===== config.mk =====
export PLATFORM = sky130hd
export DESIGN_NAME = rx_offset_cal
export DESIGN_NICKNAME = d
export VERILOG_FILES = /design/src/rtl/rx_offset_pkg.sv /design/src/rtl/roc_sat_sub.sv /design/src/rtl/roc_offset_store.sv /design/src/rtl/roc_cal_ctrl.sv /design/src/rtl/rx_offset_cal.sv
export SDC_FILE = /design/constraint.sdc
export NUM_CORES = 1
export LEC_CHECK = 0
export BUFFER_PORTS_ARGS = -buffer_cell sky130_fd_sc_hd__buf_2
export CAP_MARGIN = 20
export CORE_AREA = 3 3 94 96
export CTS_BUF_LIST = sky130_fd_sc_hd__clkbuf_4
export DETAILED_ROUTE_END_ITERATION = 8
export DIE_AREA = 0 0 97 99
export SYNTH_ARGS = -nofsm -noshare
export SYNTH_HDL_FRONTEND = slang
export SYNTH_HIERARCHICAL = 1
export SYNTH_SLANG_ARGS = --single-unit
export TNS_END_PERCENT = 1

===== constraint.sdc =====
create_clock -name clk -period 3.8 [get_ports clk]
set_clock_uncertainty 0.1 [all_clocks]
set_input_delay 0.57 -clock clk [delete_from_list [all_inputs] [get_ports clk]]
set_output_delay 0.57 -clock clk [all_outputs]
set_load 0.02 [all_outputs]

===== src/rtl/rx_offset_pkg.sv =====
// Package: shared types for the receive offset calibrator.
// Assumes: nothing beyond standard SystemVerilog.
package rx_offset_pkg;
    // Phase of the calibration sequence
    typedef enum logic [1:0] {
        PH_IDLE  = 2'd0,  // no capture pending
        PH_HIGH  = 2'd1,  // strobe high, counting
        PH_ARMED = 2'd2   // strobe low, waiting for first result
    } cal_phase_e;
endpackage


===== src/rtl/roc_sat_sub.sv =====
// Module: roc_sat_sub
// Combinational two's complement a - b, clamped to the W-bit range.
// Assumes: both operands are signed W-bit values.
module roc_sat_sub #(
    parameter int W = 16
) (
    input  logic [W-1:0] a_i,
    input  logic [W-1:0] b_i,
    output logic [W-1:0] y_o
);
    localparam logic [W-1:0] POS_MAX = {1'b0, {(W-1){1'b1}}};
    localparam logic [W-1:0] NEG_MIN = {1'b1, {(W-1){1'b0}}};

    logic [W:0] diff;

    // Widen by one bit, subtract, clamp when the top two bits disagree
    always_comb begin
        diff = {a_i[W-1], a_i} - {b_i[W-1], b_i};
        if (diff[W] != diff[W-1])
            y_o = diff[W] ? NEG_MIN : POS_MAX;
        else
            y_o = diff[W-1:0];
    end
endmodule


===== src/rtl/roc_offset_store.sv =====
// Module: roc_offset_store
// Holds the channel's offset word: clear has priority over load.
// Assumes: clear_i and load_i come from the calibration controller.
module roc_offset_store #(
    parameter int W = 16
) (
    input  logic         clk,
    input  logic         rst_n,
    input  logic         clear_i,
    input  logic         load_i,
    input  logic [W-1:0] data_i,
    output logic [W-1:0] offset_o
);
    // Offset register: zero on reset or clear, captured on load, held otherwise
    always_ff @(posedge clk) begin
        if (!rst_n)       offset_o <= '0;
        else if (clear_i) offset_o <= '0;
        else if (load_i)  offset_o <= data_i;
    end

    // a clear request leaves the word at zero
    p_clear_zero_r2: assert property (@(posedge clk) disable iff (!rst_n)
        clear_i |=> (offset_o == '0));

    // without clear or load the word holds
    p_hold_idle_r8: assert property (@(posedge clk) disable iff (!rst_n)
        (!clear_i && !load_i) |=> $stable(offset_o));
endmodule


===== src/rtl/roc_cal_ctrl.sv =====
// Module: roc_cal_ctrl
// Times the calibration strobe, arms a one-shot capture after it falls,
// and keeps the short-strobe and offset-valid flags.
// Assumes: take_i is an accepted filter result (valid and not sleeping).
module roc_cal_ctrl
    import rx_offset_pkg::*;
#(
    parameter int MIN_HIGH_CYCLES = 608
) (
    input  logic clk,
    input  logic rst_n,
    input  logic cal_i,
    input  logic take_i,
    output logic capture_o,
    output logic cal_short_o,
    output logic offset_valid_o
);
    localparam int CNT_W = $clog2(MIN_HIGH_CYCLES + 2);
    localparam logic [CNT_W-1:0] LIMIT = CNT_W'(MIN_HIGH_CYCLES);

    cal_phase_e       phase_q;
    logic [CNT_W-1:0] cnt_q;
    logic             long_q;
    logic             cnt_long;

    // Strobe counted past the minimum
    always_comb cnt_long = (cnt_q > LIMIT);

    // Capture the first accepted result once the strobe is low after a high phase
    always_comb capture_o = !cal_i && take_i &&
                            (phase_q == PH_HIGH || phase_q == PH_ARMED);

    // Phase, length counter and flags
    always_ff @(posedge clk) begin
        if (!rst_n) begin
            phase_q        <= PH_IDLE;
            cnt_q          <= '0;
            long_q         <= 1'b0;
            cal_short_o    <= 1'b0;
            offset_valid_o <= 1'b0;
        end else if (cal_i) begin
            if (phase_q != PH_HIGH) cnt_q <= CNT_W'(1);
            else if (!cnt_long)     cnt_q <= cnt_q + CNT_W'(1);
            phase_q        <= PH_HIGH;
            offset_valid_o <= 1'b0;
        end else if (phase_q == PH_HIGH) begin
            long_q      <= cnt_long;
            cal_short_o <= !cnt_long;
            if (capture_o) begin
                phase_q        <= PH_IDLE;
                offset_valid_o <= cnt_long;
            end else begin
                phase_q <= PH_ARMED;
            end
        end else if (capture_o) begin
            phase_q        <= PH_IDLE;
            offset_valid_o <= long_q;
        end
    end

    // a fall at or before the limit raises the short flag
    p_short_set_r6: assert property (@(posedge clk) disable iff (!rst_n)
        (phase_q == PH_HIGH && !cal_i && !cnt_long) |=> cal_short_o);

    // the flag changes only at a strobe fall
    p_short_sticky_r6: assert property (@(posedge clk) disable iff (!rst_n)
        !(phase_q == PH_HIGH && !cal_i) |=> $stable(cal_short_o));

    // a high strobe drops the valid flag
    p_valid_drop_r7: assert property (@(posedge clk) disable iff (!rst_n)
        cal_i |=> !offset_valid_o);

    // one capture per calibration
    p_one_capture_r3: assert property (@(posedge clk) disable iff (!rst_n)
        capture_o |=> !capture_o || cal_i || phase_q == PH_IDLE);
endmodule


===== src/rtl/rx_offset_cal.sv =====
// Module: rx_offset_cal (top)
// One receive channel: subtracts a calibrated DC offset from each filter
// result with saturation and registers the result for one cycle.
// Assumes: filter results are two's complement, one per flt_valid_i pulse.
module rx_offset_cal #(
    parameter int DATA_W          = 16,
    parameter int MIN_HIGH_CYCLES = 608
) (
    input  logic              clk,
    input  logic              rst_n,
    input  logic              cal_i,
    input  logic              sleep_i,
    input  logic              flt_valid_i,
    input  logic [DATA_W-1:0] flt_data_i,
    output logic              out_valid_o,
    output logic [DATA_W-1:0] out_data_o,
    output logic              cal_short_o,
    output logic              offset_valid_o
);
    logic              take;
    logic              capture;
    logic [DATA_W-1:0] offset;
    logic [DATA_W-1:0] corrected;

    // Accepted result: valid and channel awake
    always_comb take = flt_valid_i && !sleep_i;

    roc_cal_ctrl #(.MIN_HIGH_CYCLES(MIN_HIGH_CYCLES)) u_ctrl (
        .clk            (clk),
        .rst_n          (rst_n),
        .cal_i          (cal_i),
        .take_i         (take),
        .capture_o      (capture),
        .cal_short_o    (cal_short_o),
        .offset_valid_o (offset_valid_o)
    );

    roc_offset_store #(.W(DATA_W)) u_store (
        .clk      (clk),
        .rst_n    (rst_n),
        .clear_i  (cal_i),
        .load_i   (capture),
        .data_i   (flt_data_i),
        .offset_o (offset)
    );

    roc_sat_sub #(.W(DATA_W)) u_sub (
        .a_i (flt_data_i),
        .b_i (offset),
        .y_o (corrected)
    );

    // Output register for corrected results
    always_ff @(posedge clk) begin
        if (!rst_n) begin
            out_valid_o <= 1'b0;
            out_data_o  <= '0;
        end else begin
            out_valid_o <= take;
            if (take) out_data_o <= corrected;
        end
    end

    // every accepted result yields an output next cycle
    p_out_follow_r4: assert property (@(posedge clk) disable iff (!rst_n)
        take |=> out_valid_o);

    // a sleeping channel produces nothing
    p_sleep_quiet_r8: assert property (@(posedge clk) disable iff (!rst_n)
        sleep_i |=> !out_valid_o);

    // a capture happens only on a low strobe
    p_capture_low_r3: assert property (@(posedge clk) disable iff (!rst_n)
        capture |-> !cal_i);
endmodule


# Yosys cells after proc, flatten, opt, wreduce, memory -nomap -nowiden
# Index checks and enable logic that the tools add are counted.
[op_classes] add_sub_neg=2 reduce_logical=12 muxes=11 n_bitwise=2 order_cmp=1 n_eq_ne=5
[op_table] op="16-bit 2-to-1 mux" count=2
[op_table] op="10-bit 2-to-1 mux" count=2
[op_table] op="16-bit by 16-bit subtractor with 17-bit output" count=1
[op_table] op="10-bit by 1-bit adder with 10-bit output, second input constant" count=1
[op_table] op="10-bit greater-than comparator, second input constant" count=1
[op_table] op="2-bit 2-to-1 mux" count=3
[op_table] op="1-bit 2-to-1 mux" count=4
[op_table] op="2-bit AND reduction" count=2
[op_table] op="1-bit logical AND" count=3
[op_table] op="1-bit logical NOT" count=3
[op_table] op="3-bit nonzero test" count=1
[op_table] op="2-bit by 1-bit equality test with 1-bit output, second input constant" count=1
[op_table] op="2-bit equality test, second input constant" count=1
[op_table] op="2-bit by 1-bit != test with 1-bit output, second input constant" count=1
[op_table] op="2-bit != test, second input constant" count=1
[op_table] op="1-bit NOT" count=2
[op_table] op="2-bit nonzero test" count=1
[op_table] op="2-bit OR reduction" count=1
[op_table] op="1-bit logical OR" count=1
[op_table] op="1-bit != test" count=1
[word_totals] register_bits=48 word_cells=42 output_inout_bits=19

# Depth between registers and ports, before layout
[depth] word_depth=7 mapped_depth=13

# Hierarchy
# Netlist, hierarchy kept.
[by_module_without_submodules] mod="roc_sat_sub" area_each_um2=1047.3 instances=1 cells_each=138
[by_module_without_submodules] mod="roc_cal_ctrl" area_each_um2=854.6 instances=1 cells_each=99
[by_module_without_submodules] mod="rx_offset_cal" area_each_um2=701.9 instances=1 cells_each=73
[by_module_without_submodules] mod="roc_offset_store" area_each_um2=594.3 instances=1 cells_each=53

# Worst setup path after synthesis
# OpenSTA, ideal clock, no wires.
[synth_timing] kind="input-to-reg" from="in flt_data_i[0]" to="reg out_data_o[14]" required_time_ns=3.582 stages=13 setup_slack_ns=0.957 arrival_ns=2.625 setup_ns=0.118 n_path_buf=1 cell_sequence="inv_1 > ha_1 > inv_1 > fa_1 > a21o_1 > a311oi_2 > nor3_2 > nor2_4 > o31ai_4 > buf_6 > maj3_2 > nand2_1 > mux2i_1"
[synth_via] elab_chain_len=3 elab_cells_between_ends=4 cone_classes="add/sub (1); eq/ne (1); mux (2)"
[synth_lines] item="start: declaration" line_no="rx_offset_cal.sv:14" text="input logic [DATA_W-1:0] flt_data_i,"
[synth_lines] item="16-bit by 16-bit subtractor with 17-bit output *" line_no="roc_sat_sub.sv:18" text="diff = {a_i[W-1], a_i} - {b_i[W-1], b_i};"
[synth_lines] item="16-bit 2-to-1 mux or 1-bit != test (tied branches)" line_no="roc_sat_sub.sv:20, roc_sat_sub.sv:19"
[synth_lines] item="16-bit 2-to-1 mux *" line_no="roc_sat_sub.sv:19" text="if (diff[W] != diff[W-1])"
[synth_lines] item="net corrected[14]" line_no="rx_offset_cal.sv:23" text="logic [DATA_W-1:0] corrected;"
[synth_lines] item="end signal: assignment" line_no="rx_offset_cal.sv:60" text="if (take) out_data_o <= corrected;"
[synth_lines] item="end: declaration" line_no="rx_offset_cal.sv:16" text="output logic [DATA_W-1:0] out_data_o,"
# The timed path passes the listed nets; every way through them passes the cells marked *.
# A chain may end at the register's enable or synchronous reset.

# Worst setup path in the final report
[layout_timing] from="in flt_data_i[0]" to="reg out_data_o[9]"
# The elaborated chain is that of the path after synthesis.

==> results_dict.tcl <==
set metrics [dict create \
    async_reset_ff_frac 0 \
    cts_tree "done" \
    ys.flop_type "dfxtp_1" \
    drt-pass1-iter-count 5 \
    drv_cap 0 \
    final_cells 500 \
    slew_viol_final 0 \
    final_hold_viol_count 0 \
    ys_ff_latch 48 \
    cpMostUsedCell "inv_1" \
    cts-resized-gates 0 \
    rows 33 \
    critPathSlowestCell "o31ai_4" \
    n_fill_cell 832 \
    max_slew.worst_pin.slew_ns 0.719 \
    reg2reg_depth 10 \
    holdPathEnd "u_store/offset_o[3]" \
    root_buffer "clkbuf_4" \
    drt-total-wl_mm 6.32 \
    dpl.hpwl_mm 4.71 \
    fp.dieArea_um2 9600 \
    max_slew_margin 0.521 \
    grt_use_total 0.137 \
    critPathCaptureType "flip-flop" \
    hold_depth 3 \
    rsz0062_at_grt "no" \
    synthCells 363 \
    yosysWarnings 6 \
    yosys-top-cells-area "dfxtp_1, mux2i_1, ha_1" \
    slowest_delay_ns 0.65 \
    p_leak_nw 1.32 \
    syn2layout_area_growth_pct 9.27 \
    netlist_area_um2 3200 \
    worstReg2RegStart "u_store/offset_o[4]" \
    status "finished clean" \
    post-cts-setup-buffers 0 \
    placed_cells 493 \
    drc 0 \
    core_area_um2 8130 \
    antenna_found_initial 0 \
    grt_max_degree 51 \
    drive_above_1_share 0.203 \
    via_count 2540 \
    initial_utilization 0.393 \
    arrival_ns 3.03 \
    postRouteAntennaNets 0 \
    fin_crit_sh 0.740 \
    r2r-end "out_data_o[1]" \
    synth_area_leader_cell "dfxtp_1" \
    worst-r2r-setup-slack_ns 1.00 \
    h-tree-depth 2 \
    synth_edf_count 0 \
    synth_top_cell_area_share 0.300 \
    grt_pass1_wl_mm 11.2 \
    hp-class "in2reg" \
    syn_area_per_cell_um2 8.81 \
    crit_required_ns 4.01 \
    cellPowerDensity_nw_per_um2 333 \
    ir_drop_mv 0.172 \
    yosysMostFrequentCell "nand2_1" \
    power_mw 1.17 \
    hold_buffers 0 \
    final.min_clock_period_ns 2.81 \
    diodes 0 \
    cts_sinks 48 \
    io_buffer_count 39 \
    drt_iter0_markers 66 \
    synth_nets 404 \
    fmax_mhz 355 \
    synthDistinctLibCells 64 \
    gp_congestion 0.813 \
    fin_util 0.430 \
    clock_latency_ns 0.37 \
    setup-tns-final_ns 0 \
    overflow 0 \
    holdCritStartpoint "flt_data_i[3]" \
    num_io_pins 40 \
    critPathMaxFanout 16 \
    cts_made_buffers 5 \
    grt_pass1_vias 2414 \
    setup_violations 0 \
    dieHeight_um 99 \
    wl_per_cell_um 12.6 \
    via_per_inst 5.08 \
    die_x_um 97 \
    final_nets 436 \
    criticalPathCategory "in2reg" \
    clk_pin_slew_ns 0.14 \
    critPathLaunchType "primary input" \
    ctsLongestPathBuffers 2 \
    synth_common_cells "nand2_1, dfxtp_1, mux2i_1, nor2_1, inv_1" \
    crit_chain "buf_2, inv_1, ha_1, inv_1, fa_1, a21o_1, a311oi_2, nor3_2, nor2_4, o31ai_4, maj3_2, nand2_1, mux2i_1" \
    yosysSeqAreaShare 0.300 \
]
## per-stage QoR
step | instance area [um^2] | hold WS [ns] | worst slack, ns
CTS | 3490 | 0.332 | 0.974
detailed placement | 3400 | 0.350 | 0.595
floorplan | 3200 | 0.347 | 0.957
finish | 3490 | 0.345 | 0.986
global route | 3490 | 0.341 | 0.718
global placement | 3400 | 0.339 | 0.636
## how the worst max path moves through the flow
stage	start	endpoint	slack, ns
2_1_floorplan	flt_data_i[0]	out_data_o[14]	0.96
3_3_place_gp	flt_data_i[0]	out_data_o[12]	0.64
3_5_place_dp	flt_data_i[0]	out_data_o[12]	0.60
4_1_cts	u_store/offset_o[4]	out_data_o[1]	0.97
5_1_grt	u_store/offset_o[4]	out_data_o[1]	0.72
6_report	flt_data_i[0]	out_data_o[9]	0.99
## final cells by class
type / count / area (um^2) / area share
clock buffers: 5 / 37.5 / 0.0107
clock inverters: 2 / 60.1 / 0.0172
inverters: 25 / 93.8 / 0.0269
multi-input cells: 273 / 1990 / 0.570
flip-flops and latches: 48 / 961 / 0.275
well taps: 105 / 131 / 0.0376
repair buffers: 42 / 218 / 0.0623
## flip-flops by register name (all words and copies together), names as in the netlist
| register | cells |
|---|---|
| u_ctrl/cal_short_o | 1 |
| out_data_o | 16 |
| u_ctrl/offset_valid_o | 1 |
| u_ctrl/cnt_q | 10 |
| u_store/offset_o | 16 |
| u_ctrl/phase_q | 2 |
| out_valid_o | 1 |
| u_ctrl/long_q | 1 |
## layout by cell type (no fill, tap or decap), types with 2 or more instances in the layout
master / n
a21boi_0: 4
a21o_1: 6
a21oi_1: 16
a31oi_1: 3
and2_1: 2
and3_1: 2
buf_2: 39
buf_4: 3
bufinv_16: 2
clkbuf_4: 5
dfxtp_1: 48
ha_1: 19
inv_1: 25
maj3_1: 6
maj3_2: 9
mux2i_1: 33
nand2_1: 53
nand2b_1: 3
nand3_1: 9
nand4_1: 3
nor2_1: 27
nor2b_1: 2
nor3_1: 2
nor3b_1: 2
o211ai_1: 3
o21a_1: 4
o21ai_0: 14
o221a_2: 4
o22ai_1: 3
or3_1: 3
xnor2_1: 6
xor2_1: 4
## layer usage
metal / GRT usage / part of all wire / vias up
met3: 0.0290 / 0.047 / 5
met2: 0.214 / 0.43 / 44
li1: - / - / 1330
met4: 0.0421 / 0.012 / 0
met1: 0.191 / 0.52 / 1161
met5: 0 / 0 / -
## cell families after synthesis
| logic type | share of synthesized area |
|---|---|
| mux | 0.103 |
| xor+xnor | 0.0325 |
| buf+inv | 0.0771 |
| simple gates | 0.191 |
| compound gates | 0.165 |
| flops | 0.300 |
| fa+ha+maj | 0.131 |
## critical path, delay by kind of cell
kind / cells / cell delay [ns]
and+or+nand+nor: 3 / 0.41
buffers and inverters: 3 / 0.21
muxes: 1 / 0.14
AOI/OAI and AO/OA: 3 / 0.96
adders and majority gates: 3 / 0.72
## power by group
group          internal (mW)  leakage, nW  switching (mW)
Combinational          0.110        0.881           0.151
Clock                  0.201       0.0513           0.168
Sequential             0.523        0.390          0.0112
Total                  0.835         1.32           0.331
(Power assumes the default switching activity.)
